===== config.mk =====
export PLATFORM = sky130hd
export DESIGN_NAME = cc_timer
export DESIGN_NICKNAME = d
export VERILOG_FILES = /design/src/rtl/cc_timer_pkg.sv /design/src/rtl/cc_timer_dp.sv /design/src/rtl/cc_timer_ctrl.sv /design/src/rtl/cc_timer.sv
export SDC_FILE = /design/constraint.sdc
export NUM_CORES = 1
export LEC_CHECK = 0
export ABC_AREA = 1
export BUFFER_PORTS_ARGS = -buffer_cell sky130_fd_sc_hd__buf_2
export CAP_MARGIN = 20
export CELL_PAD_IN_SITES_DETAIL_PLACEMENT = 0
export CELL_PAD_IN_SITES_GLOBAL_PLACEMENT = 2
export CORE_ASPECT_RATIO = 2
export CORE_MARGIN = 2
export CORE_UTILIZATION = 35
export DETAILED_ROUTE_END_ITERATION = 10
export GPL_TIMING_DRIVEN = 0
export PLACE_DENSITY_LB_ADDON = 0.1
export SETUP_SLACK_MARGIN = 0.02
export SLEW_MARGIN = 20
export SYNTH_ARGS = -nofsm -noshare
export SYNTH_HDL_FRONTEND = slang
export SYNTH_SLANG_ARGS = --single-unit

===== constraint.sdc =====
create_clock -name clk -period 4.63 [get_ports clk]
set_input_delay 0.2315 -clock clk [delete_from_list [all_inputs] [get_ports clk]]
set_output_delay 0.2315 -clock clk [all_outputs]
set_load 0.05 [all_outputs]

===== src/rtl/cc_timer_pkg.sv =====
package cc_timer_pkg;
  localparam int NUM_CH  = 4;
  localparam int CNT_W   = 32;
  localparam int BUS_W   = 32;
  localparam int ADDR_W  = 5;
  localparam int PRE_MAX = 9;
  localparam int PRE_W   = $clog2(PRE_MAX + 1);
  localparam int WSEL_W  = 2;
  localparam int BYTE_W  = 8;

  localparam int A_START   = 0;
  localparam int A_STOP    = 1;
  localparam int A_COUNT   = 2;
  localparam int A_CLEAR   = 3;
  localparam int A_CAPT    = 4;
  localparam int A_EVT     = A_CAPT + NUM_CH;
  localparam int A_SHORTS  = A_EVT + NUM_CH;
  localparam int A_INTSET  = A_SHORTS + 1;
  localparam int A_INTCLR  = A_INTSET + 1;
  localparam int A_MODE    = A_INTCLR + 1;
  localparam int A_WIDTH   = A_MODE + 1;
  localparam int A_PRESC   = A_WIDTH + 1;
  localparam int A_CC      = A_PRESC + 1;
  localparam int A_ONESHOT = A_CC + NUM_CH;

  typedef struct packed {
    logic                 run;
    logic                 countPulse;
    logic                 clearNow;
    logic [NUM_CH-1:0]    capture;
    logic [NUM_CH-1:0]    ccWe;
    logic [CNT_W-1:0]     ccData;
    logic                 counterMode;
    logic [WSEL_W-1:0]    widthSel;
    logic [PRE_W-1:0]     preSel;
  } tmrStrobe_t;
endpackage


===== src/rtl/cc_timer_dp.sv =====
module cc_timer_dp
  import cc_timer_pkg::*;
(
  input  logic                    clk,
  input  logic                    rst_n,
  input  tmrStrobe_t              strb,
  output logic [NUM_CH-1:0]       hit,
  output logic [NUM_CH*CNT_W-1:0] ccFlat,
  output logic [CNT_W-1:0]        cntVal
);
  logic [PRE_MAX-1:0] preCnt;
  logic [PRE_MAX-1:0] preMask;
  logic [CNT_W-1:0]   widthMask;
  logic [CNT_W-1:0]   nextCnt;
  logic               tick;
  logic               adv;

  // tick every 2^P cycles while running
  assign preMask = ~({PRE_MAX{1'b1}} << strb.preSel);
  assign tick    = (preCnt & preMask) == preMask;

  always_ff @(posedge clk or negedge rst_n) begin
    if (!rst_n)        preCnt <= '0;
    else if (!strb.run) preCnt <= '0;
    else               preCnt <= preCnt + 1'b1;
  end

  assign widthMask = ~({CNT_W{1'b1}} << (BYTE_W * (int'(strb.widthSel) + 1)));
  assign adv       = strb.run & (strb.counterMode ? strb.countPulse : tick);
  assign nextCnt   = (cntVal + 1'b1) & widthMask;

  // clear beats increment
  always_ff @(posedge clk or negedge rst_n) begin
    if (!rst_n)             cntVal <= '0;
    else if (strb.clearNow) cntVal <= '0;
    else if (adv)           cntVal <= nextCnt;
  end

  for (genvar n = 0; n < NUM_CH; n++) begin : g_ch
    logic [CNT_W-1:0] ccReg;
    always_ff @(posedge clk or negedge rst_n) begin
      if (!rst_n)               ccReg <= '0;
      else if (strb.capture[n]) ccReg <= cntVal;
      else if (strb.ccWe[n])    ccReg <= strb.ccData;
    end
    assign ccFlat[n*CNT_W +: CNT_W] = ccReg;
    assign hit[n] = adv & ~strb.clearNow & (nextCnt == ccReg);
  end
endmodule


===== src/rtl/cc_timer_ctrl.sv =====
module cc_timer_ctrl
  import cc_timer_pkg::*;
(
  input  logic                    clk,
  input  logic                    rst_n,
  input  logic                    busSel,
  input  logic                    busWe,
  input  logic [ADDR_W-1:0]       busAddr,
  input  logic [BUS_W-1:0]        busWdata,
  output logic [BUS_W-1:0]        busRdata,
  input  logic                    taskStart,
  input  logic                    taskStop,
  input  logic                    taskCount,
  input  logic                    taskClear,
  input  logic [NUM_CH-1:0]       taskCapture,
  input  logic [NUM_CH-1:0]       hit,
  input  logic [NUM_CH*CNT_W-1:0] ccFlat,
  output tmrStrobe_t              strb,
  output logic [NUM_CH-1:0]       evt,
  output logic                    irq,
  output logic                    running
);
  logic               wrAcc;
  logic               startReq, stopReq, clearReq, countReq;
  logic               pendStop, pendClear;
  logic [NUM_CH-1:0]  capReq, ccWe, evtClr, fire, armed;
  logic [NUM_CH-1:0]  shortClear, shortStop, intEn, oneShot;
  logic               counterMode;
  logic [WSEL_W-1:0]  widthSel;
  logic [PRE_W-1:0]   preSel;

  function automatic logic isTask(input logic [ADDR_W-1:0] a, input int idx,
                                  input logic acc, input logic b0);
    return acc && (a == ADDR_W'(idx)) && b0;
  endfunction

  assign wrAcc    = busSel & busWe;
  assign startReq = taskStart | isTask(busAddr, A_START, wrAcc, busWdata[0]);
  assign stopReq  = taskStop  | isTask(busAddr, A_STOP,  wrAcc, busWdata[0]) | pendStop;
  assign countReq = taskCount | isTask(busAddr, A_COUNT, wrAcc, busWdata[0]);
  assign clearReq = taskClear | isTask(busAddr, A_CLEAR, wrAcc, busWdata[0]) | pendClear;

  always_comb begin
    for (int n = 0; n < NUM_CH; n++) begin
      capReq[n] = taskCapture[n] | isTask(busAddr, A_CAPT + n, wrAcc, busWdata[0]);
      ccWe[n]   = wrAcc && (busAddr == ADDR_W'(A_CC + n));
      evtClr[n] = wrAcc && (busAddr == ADDR_W'(A_EVT + n)) && !busWdata[0];
    end
  end

  assign fire = hit & (armed | ~oneShot);

  always_ff @(posedge clk or negedge rst_n) begin
    if (!rst_n) begin
      running   <= 1'b0;
      pendStop  <= 1'b0;
      pendClear <= 1'b0;
      evt       <= '0;
      armed     <= '1;
    end else begin
      if (stopReq)       running <= 1'b0;
      else if (startReq) running <= 1'b1;
      pendStop  <= |(fire & shortStop);
      pendClear <= |(fire & shortClear);
      evt       <= (evt & ~evtClr) | fire;
      for (int n = 0; n < NUM_CH; n++) begin
        if (ccWe[n])                     armed[n] <= 1'b1;
        else if (fire[n] && oneShot[n])  armed[n] <= 1'b0;
      end
    end
  end

  always_ff @(posedge clk or negedge rst_n) begin
    if (!rst_n) begin
      shortClear  <= '0;
      shortStop   <= '0;
      intEn       <= '0;
      oneShot     <= '0;
      counterMode <= 1'b0;
      widthSel    <= '0;
      preSel      <= '0;
    end else if (wrAcc) begin
      if (busAddr == ADDR_W'(A_SHORTS)) begin
        shortClear <= busWdata[NUM_CH-1:0];
        shortStop  <= busWdata[2*NUM_CH-1:NUM_CH];
      end
      if (busAddr == ADDR_W'(A_INTSET))  intEn <= intEn | busWdata[NUM_CH-1:0];
      if (busAddr == ADDR_W'(A_INTCLR))  intEn <= intEn & ~busWdata[NUM_CH-1:0];
      if (busAddr == ADDR_W'(A_MODE))    counterMode <= busWdata[0];
      if (busAddr == ADDR_W'(A_WIDTH))   widthSel <= busWdata[WSEL_W-1:0];
      if (busAddr == ADDR_W'(A_PRESC) && busWdata <= BUS_W'(PRE_MAX))
        preSel <= busWdata[PRE_W-1:0];
      if (busAddr == ADDR_W'(A_ONESHOT)) oneShot <= busWdata[NUM_CH-1:0];
    end
  end

  always_comb begin
    busRdata = '0;
    if (busSel && !busWe) begin
      if (busAddr == ADDR_W'(A_SHORTS))  busRdata = BUS_W'({shortStop, shortClear});
      if (busAddr == ADDR_W'(A_INTSET) || busAddr == ADDR_W'(A_INTCLR))
        busRdata = BUS_W'(intEn);
      if (busAddr == ADDR_W'(A_MODE))    busRdata = BUS_W'(counterMode);
      if (busAddr == ADDR_W'(A_WIDTH))   busRdata = BUS_W'(widthSel);
      if (busAddr == ADDR_W'(A_PRESC))   busRdata = BUS_W'(preSel);
      if (busAddr == ADDR_W'(A_ONESHOT)) busRdata = BUS_W'(oneShot);
      for (int n = 0; n < NUM_CH; n++) begin
        if (busAddr == ADDR_W'(A_EVT + n)) busRdata = BUS_W'(evt[n]);
        if (busAddr == ADDR_W'(A_CC + n))  busRdata = BUS_W'(ccFlat[n*CNT_W +: CNT_W]);
      end
    end
  end

  assign irq = |(evt & intEn);

  always_comb begin
    strb.run         = running & ~stopReq;
    strb.countPulse  = countReq;
    strb.clearNow    = clearReq;
    strb.capture     = capReq;
    strb.ccWe        = ccWe;
    strb.ccData      = busWdata[CNT_W-1:0];
    strb.counterMode = counterMode;
    strb.widthSel    = widthSel;
    strb.preSel      = preSel;
  end
endmodule


===== src/rtl/cc_timer.sv =====
module cc_timer
  import cc_timer_pkg::*;
(
  input  logic              clk,
  input  logic              rst_n,
  input  logic              busSel,
  input  logic              busWe,
  input  logic [ADDR_W-1:0] busAddr,
  input  logic [BUS_W-1:0]  busWdata,
  output logic [BUS_W-1:0]  busRdata,
  input  logic              taskStart,
  input  logic              taskStop,
  input  logic              taskCount,
  input  logic              taskClear,
  input  logic [NUM_CH-1:0] taskCapture,
  output logic [NUM_CH-1:0] evtCompare,
  output logic              irq
);
  tmrStrobe_t              strb;
  logic [NUM_CH-1:0]       hit;
  logic [NUM_CH*CNT_W-1:0] ccFlat;
  logic [CNT_W-1:0]        cntVal;
  logic                    running;

  cc_timer_ctrl u_ctrl (
    .clk(clk), .rst_n(rst_n),
    .busSel(busSel), .busWe(busWe), .busAddr(busAddr),
    .busWdata(busWdata), .busRdata(busRdata),
    .taskStart(taskStart), .taskStop(taskStop), .taskCount(taskCount),
    .taskClear(taskClear), .taskCapture(taskCapture),
    .hit(hit), .ccFlat(ccFlat), .strb(strb),
    .evt(evtCompare), .irq(irq), .running(running)
  );

  cc_timer_dp u_dp (
    .clk(clk), .rst_n(rst_n), .strb(strb),
    .hit(hit), .ccFlat(ccFlat), .cntVal(cntVal)
  );
endmodule


# Yosys cells after proc, flatten, opt, wreduce, memory -nomap -nowiden
# Cells that the tools add are included.
[op_classes] n_addsub=3 mul=0 n_div=0 order_cmp=1 n_eq_ne=27 n_shift=2 mux=39 bitwise=36 n_reduce_logical=58
[op_table] op="32-bit 2-to-1 mux" n=18
[op_table] op="32-bit == test" n=4
[op_table] op="8-bit 2-to-1 mux" n=7
[op_table] op="5-bit by 4-bit == test with 1-bit output, second input constant" n=8
[op_table] op="5-bit == test, second input constant" n=7
[op_table] op="1-bit logical AND" n=34
[op_table] op="32-bit by 1-bit adder with 32-bit output, second input constant" n=1
[op_table] op="32-bit bitwise AND" n=1
[op_table] op="32-bit by 4-bit less-or-equal comparator with 1-bit output, second input constant" n=1
[op_table] op="32-bit inverter" n=1
[op_table] op="32-bit by 32-bit << shifter with 32-bit output, first input constant" n=1
[op_table] op="4-bit bitwise AND" n=6
[op_table] op="2-bit nonzero test" n=11
[op_table] op="5-bit by 3-bit == test with 1-bit output, second input constant" n=4
[op_table] op="4-bit inverter" n=3
[op_table] op="4-bit OR" n=3
[op_table] op="2-bit AND reduction" n=6
[op_table] op="4-bit OR reduction" n=3
[op_table] op="1-bit 2-to-1 mux" n=11
[op_table] op="5-bit by 2-bit == test with 1-bit output, second input constant" n=2
[op_table] op="1-bit OR" n=10
[op_table] op="9-bit by 1-bit adder with 9-bit output, second input constant" n=1
[op_table] op="9-bit bitwise AND" n=1
[op_table] op="9-bit == test" n=1
[op_table] op="11 further kinds" n=21
[totals] ff_bits=203 latchBits=0 ram_bits=0 rom_bits=0 out_inout_bits=37 n_memories=0

# Logic depth before layout (Yosys ltp)
[depth] word_depth=16 ltp_mapped=20

# By module
# Synthesis repeated with hierarchy kept, for this count alone.
[hier_totals] cells_unflattened=1930 area_unflattened_um2=13992.2
[modules_own_cells] mod="cc_timer_dp" n_inst=1 cells_per_inst=1489 area_per_inst_um2=10660.2
[modules_own_cells] mod="cc_timer_ctrl" n_inst=1 cells_per_inst=441 area_per_inst_um2=3331.9

# Worst setup path after synthesis
# Ideal clock, no wire load.
[synth_path] kind="input to output" from="input port busAddr[0]" to="output port busRdata[24]" arrival_time_ns=2.139 t_required_ns=4.398 path_slack_ns=2.260 stages=10 path_cell_list="inv_1 -> nor2_1 -> inv_1 -> nor2_1 -> nand2_1 -> inv_1 -> clkbuf_1 -> clkbuf_1 -> a221oi_1 -> nor2_1"
[synth_between] elab_chain_cells=9 elab_cells_between_ends=15 cone_classes="eq/ne: 7; mux: 8"
[synth_rtl] element="from (decl)" line="cc_timer.sv:8" rtl="input logic [ADDR_W-1:0] busAddr,"
[synth_rtl] element="5-bit == test" line="cc_timer_ctrl.sv:109" rtl="if (busAddr == ADDR_W'(A_CC + n)) busRdata = BUS_W'(ccFlat[n*CNT_W +: CNT_W]);"
[synth_rtl] element="32-bit 2-to-1 mux" line="cc_timer_ctrl.sv:109"
[synth_rtl] element="32-bit 2-to-1 mux" line="cc_timer_ctrl.sv:108" rtl="if (busAddr == ADDR_W'(A_EVT + n)) busRdata = BUS_W'(evt[n]);"
[synth_rtl] element="32-bit 2-to-1 mux" line="cc_timer_ctrl.sv:109"
[synth_rtl] element="32-bit 2-to-1 mux" line="cc_timer_ctrl.sv:108"
[synth_rtl] element="32-bit 2-to-1 mux" line="cc_timer_ctrl.sv:109"
[synth_rtl] element="32-bit 2-to-1 mux" line="cc_timer_ctrl.sv:108"
[synth_rtl] element="32-bit 2-to-1 mux *" line="cc_timer_ctrl.sv:109"
[synth_rtl] element="32-bit 2-to-1 mux *" line="cc_timer_ctrl.sv:99" rtl="if (busSel && !busWe) begin"
[synth_rtl] element="to (decl)" line="cc_timer.sv:10" rtl="output logic [BUS_W-1:0] busRdata,"
# Every way passes the cells marked *; elsewhere a longest branch is shown, timed or not.

# Worst setup path after layout
[layout_path] from="register u_dp.cntVal[1]" to="register u_ctrl.armed[2]"
[layout_between] elab_chain_cells=7
[layout_rtl] element="from (decl)" line="cc_timer_dp.sv:9" rtl="output logic [CNT_W-1:0] cntVal"
[layout_rtl] element="from (signal assigned)" line="cc_timer_dp.sv:36" rtl="else if (adv) cntVal <= nextCnt;"
[layout_rtl] element="32-bit by 1-bit adder with 32-bit output" line="cc_timer_dp.sv:30" rtl="assign nextCnt = (cntVal + 1'b1) & widthMask;"
[layout_rtl] element="32-bit bitwise AND" line="cc_timer_dp.sv:30"
[layout_rtl] element="32-bit == test" line="cc_timer_dp.sv:47" rtl="assign hit[n] = adv & ~strb.clearNow & (nextCnt == ccReg);"
[layout_rtl] element="1-bit bitwise AND" line="cc_timer_dp.sv:47"
[layout_rtl] element="4-bit bitwise AND" line="cc_timer_ctrl.sv:51" rtl="assign fire = hit & (armed | ~oneShot);"
[layout_rtl] element="1-bit logical AND" line="cc_timer_ctrl.sv:68" rtl="else if (fire[n] && oneShot[n]) armed[n] <= 1'b0;"
[layout_rtl] element="2-bit nonzero test (no source line)"
[layout_rtl] element="to (signal assigned)" line="cc_timer_ctrl.sv:59" rtl="armed <= '1;"
[layout_rtl] element="to (signal, indexed assignment)" line="cc_timer_ctrl.sv:67" rtl="if (ccWe[n]) armed[n] <= 1'b1;"
[layout_rtl] element="to (signal, indexed assignment)" line="cc_timer_ctrl.sv:68"
[layout_rtl] element="to (decl)" line="cc_timer_ctrl.sv:26" rtl="logic [NUM_CH-1:0] capReq, ccWe, evtClr, fire, armed;"
# No other way between the ends.
# A chain may end at the register's enable or synchronous reset.

==> impl_metrics.env <==
export IMPL_syn_to_final_growth_pct=14.7
export IMPL_crit_fanout=7
export IMPL_placed_area_mm2=0.0144
export IMPL_cts_sinks=203
export IMPL_ys_async_sr_fraction_pct=100
export IMPL_grt_pass1_vias=14200
export IMPL_p_sw_share_pct=30.9
export IMPL_grt_util_all_layers_pct=33.5
export IMPL_seqPwrFrac_pct=42.2
export IMPL_die_w_um=142
export IMPL_ant_nets=0
export IMPL_ys_flop_type="dfrtp_1"
export IMPL_drc_errors=0
export IMPL_io_buffers=85
export IMPL_cts_htree_levels=1
export IMPL_routedWlPerCell_um=27.2
export IMPL_syn_instance_count=1835
export IMPL_firstDrtPassIters=5
export IMPL_top_regs="u_dp.g_ch.ccReg x128, u_dp.cntVal x32, u_dp.preCnt x9"
export IMPL_largest_reg_flops=128
export IMPL_ys_seq_elements=203
export IMPL_chipHeight_um=280
export IMPL_design_area_mm2=0.0152
export IMPL_clkPwrFrac_pct=44.2
export IMPL_finalClockSkew_ns=0.0163
export IMPL_core_area_mm2=0.0377
export IMPL_crit_type="reg2reg"
export IMPL_switchingPower_mw=1.39
export IMPL_synth_top_cell_area_share_pct=37.5
export IMPL_initial_utilization_pct=35.3
export IMPL_grt_antenna_before_repair=0
export IMPL_hold_class="in2reg"
export IMPL_first_iter_violations=1239
export IMPL_cts_root_buf="clkbuf_16"
export IMPL_clk_latency_ns=0.54
export IMPL_synthesis_nets=1886
export IMPL_grt_pass1_wl_um=97500
export IMPL_clk_pin_slew_worst_paths_ns=0.06
export IMPL_clock_fmax_mhz=234
export IMPL_power_mw=4.50
export IMPL_maxCapViolCount=0
export IMPL_dp_final_hpwl_um=50500
export IMPL_required_ns=5.07
export IMPL_yosysTopAreaCell="dfrtp_1"
export IMPL_fin_nets=2009
export IMPL_worst_pin_slew_ns=1.02
export IMPL_yosys_warnings=0
export IMPL_synth_area_top_cells="dfrtp_1 (37%), nand2_1 (13%), nand3_1 (6.9%), inv_1 (6.8%), o221ai_1 (6.1%)"
export IMPL_ys_seq_area_share_pct=38.3
export IMPL_tritoncts="yes"
export IMPL_std_cell_rows=101
export IMPL_power_leakage_nw=6.53
export IMPL_rsz0062_at_grt="no"
export IMPL_period_needed_ns=4.28
export IMPL_relSlewSlack_pct=32.0
export IMPL_power_frac_comb_pct=13.6
export IMPL_drt_vias_per_instance=5.90
export IMPL_cts_buffer_depth=3
export IMPL_cts_buffers=23
export IMPL_io_pins=86
export IMPL_die_area_mm2=0.0396
export IMPL_n_fill_cell=4114
export IMPL_internal_power_mw=3.11
export IMPL_cp_end_kind="register"
export IMPL_arrival_ns=4.72
export IMPL_status="complete, no violations"
export IMPL_grt_max_degree=80
export IMPL_via_count=14400
export IMPL_post_route_cells_drive_above_1_share_pct=9.53
export IMPL_num_antenna_cells=0
export IMPL_cts_resized_gates=0
export IMPL_synth_cell_types=49
export IMPL_powerDensity_mw_per_mm2=295
export IMPL_hold_viol=0
export IMPL_wl_um=66300
export IMPL_largest_register="u_dp.g_ch.ccReg"
export IMPL_synth_avg_cell_area_um2=7.24
export IMPL_place_congestion=0.976
export IMPL_startpoint_type="register"
export IMPL_setup_viol=0
export IMPL_drv_slew=0
export IMPL_synth_edf_count=0
export IMPL_syn_area_mm2=0.0133
export IMPL_min_period_over_period_pct=92.5
export IMPL_peakVddDrop_uv=357
export IMPL_grt_overflow_total=0
==> power by group through the flow <==
stage                     Combinational (mW)  Sequential [mW]  Clock, mW
after floorplan                        0.248             1.96          0
after global placement                 0.590             1.93          0
after detailed placement               0.597             1.93          0
after CTS                              0.606             1.90       2.01
after global routing                   0.648             1.90       2.06
final                                  0.612             1.90       1.99
==> cell families (layout without fill, tap and decap cells) <==
family	after synthesis	after routing	share of synthesized area, %
flops	203	203	38.3
xor+xnor	47	47	3.15
compound gates	306	306	17.0
buf+inv	327	464	9.32
simple gates	950	950	32.1
fa+ha+maj	2	2	0.188
==> area by class of cell <==
type	instances	area, um^2	area share (%)
Timing Repair Buffer	98	601	3.94
Buffer	80	312	2.04
Clock buffer	30	642	4.21
Tap cell	463	579	3.80
Inverter	247	927	6.09
Multi-Input combinational cell	1305	6960	45.7
Sequential cell	203	5080	33.4
Clock inverter	9	126	0.829
==> worst max-delay path: stages (launching register included) <==
cell,delay [ns]
dfrtp_1,0.49
ha_1,0.46
nand2_2,0.22
nor2_4,0.28
nand2_2,0.26
nand2_1,0.18
nand3_1,0.21
inv_1,0.14
nor2_1,0.07
nor3_1,0.64
nand4_1,0.18
nor3_1,0.21
nand3_1,0.11
nor2_1,0.43
nand3_1,0.13
nand2_1,0.09
o21ai_1,0.06
==> repair_timing <==
action / 4_1_cts / 5_1_grt
hold buffers: 11 / 0
hold endpoints to repair: 70 / 0
setup endpoints to repair: 0 / 0
buffers inserted: 0 / 0
==> layer usage <==
metal	vias up	share of wire, %	global-route usage (%)
li1	6558	-	-
met1	7074	41	42.9
met2	576	49	56.7
met3	154	5.1	3.32
met4	0	5.2	15.7
met5	-	0	0
==> Yosys cell counts (17+ instances only) <==
library cell    n
a21oi_1        17
nor3_1         22
o21ai_0        41
nand3_1       182
dfrtp_1       199
inv_1         242
o22ai_1        58
nand2_1       445
o211ai_1       33
clkbuf_1       72
o221ai_1       92
nor2_1        173
a221oi_1       31
nand4_1        62
xor2_1         42
nand3_2        18
==> cells in the final DEF, fill, tap and decap left out, types with 4 or more instances in the layout <==
cell,Yosys,layout
dfrtp_1,199,199
nand3_2,18,18
nand3b_1,7,7
nor2_2,5,5
o221ai_1,92,92
nor2_1,173,173
nand2_2,10,10
nor3b_1,4,4
dlygate4sd3_1,0,11
inv_1,242,242
a221oi_1,31,31
xor2_1,42,42
buf_2,3,87
o211ai_1,33,33
clkbuf_1,72,75
or2_2,7,7
o311ai_0,12,12
clkinv_2,0,4
o21ai_1,6,6
nor4_1,7,7
nand2_1,445,445
a21oi_1,17,17
clkbuf_16,0,23
nand4_1,62,62
o22ai_1,58,58
dfstp_2,4,4
xnor2_1,4,4
nand3_1,182,182
o21ai_2,4,4
nor3_1,22,22
clkbuf_8,0,4
o21ai_0,41,41
==> through the flow <==
stage                     cells  hold slack (ns)  util (%)  TNS, ns  worst slack, ns
after floorplan            1835          -0.0641         -        0             2.26
after global placement     2383            0.465      38.0  -127.07           -0.673
after detailed placement   2385            0.181      38.1        0            0.432
after CTS                  2435          0.00313      40.5        0            0.414
after global routing       2435           0.0271      40.5        0            0.274
final                      2435           0.0163      40.5        0            0.348
==> final timing paths <==
kind / from / to / slack (ns) / cells past startpoint
hold reg to reg: u_ctrl.armed[2] / u_ctrl.armed[2] / 0.48 / 2
setup / recovery: u_dp.cntVal[1] / u_ctrl.armed[2] / 0.35 / 16
min in group asynchronous: rst_n / u_dp.preCnt[8] / 0.19 / 2
setup reg to reg: u_dp.cntVal[1] / u_ctrl.armed[2] / 0.35 / 16
max in group asynchronous: rst_n / u_dp.cntVal[20] / 3.25 / 4
hold / removal: busWdata[24] / u_dp.g_ch[1].ccReg[24] / 0.02 / 3
No activity file was read; power rests on OpenSTA's default activity.
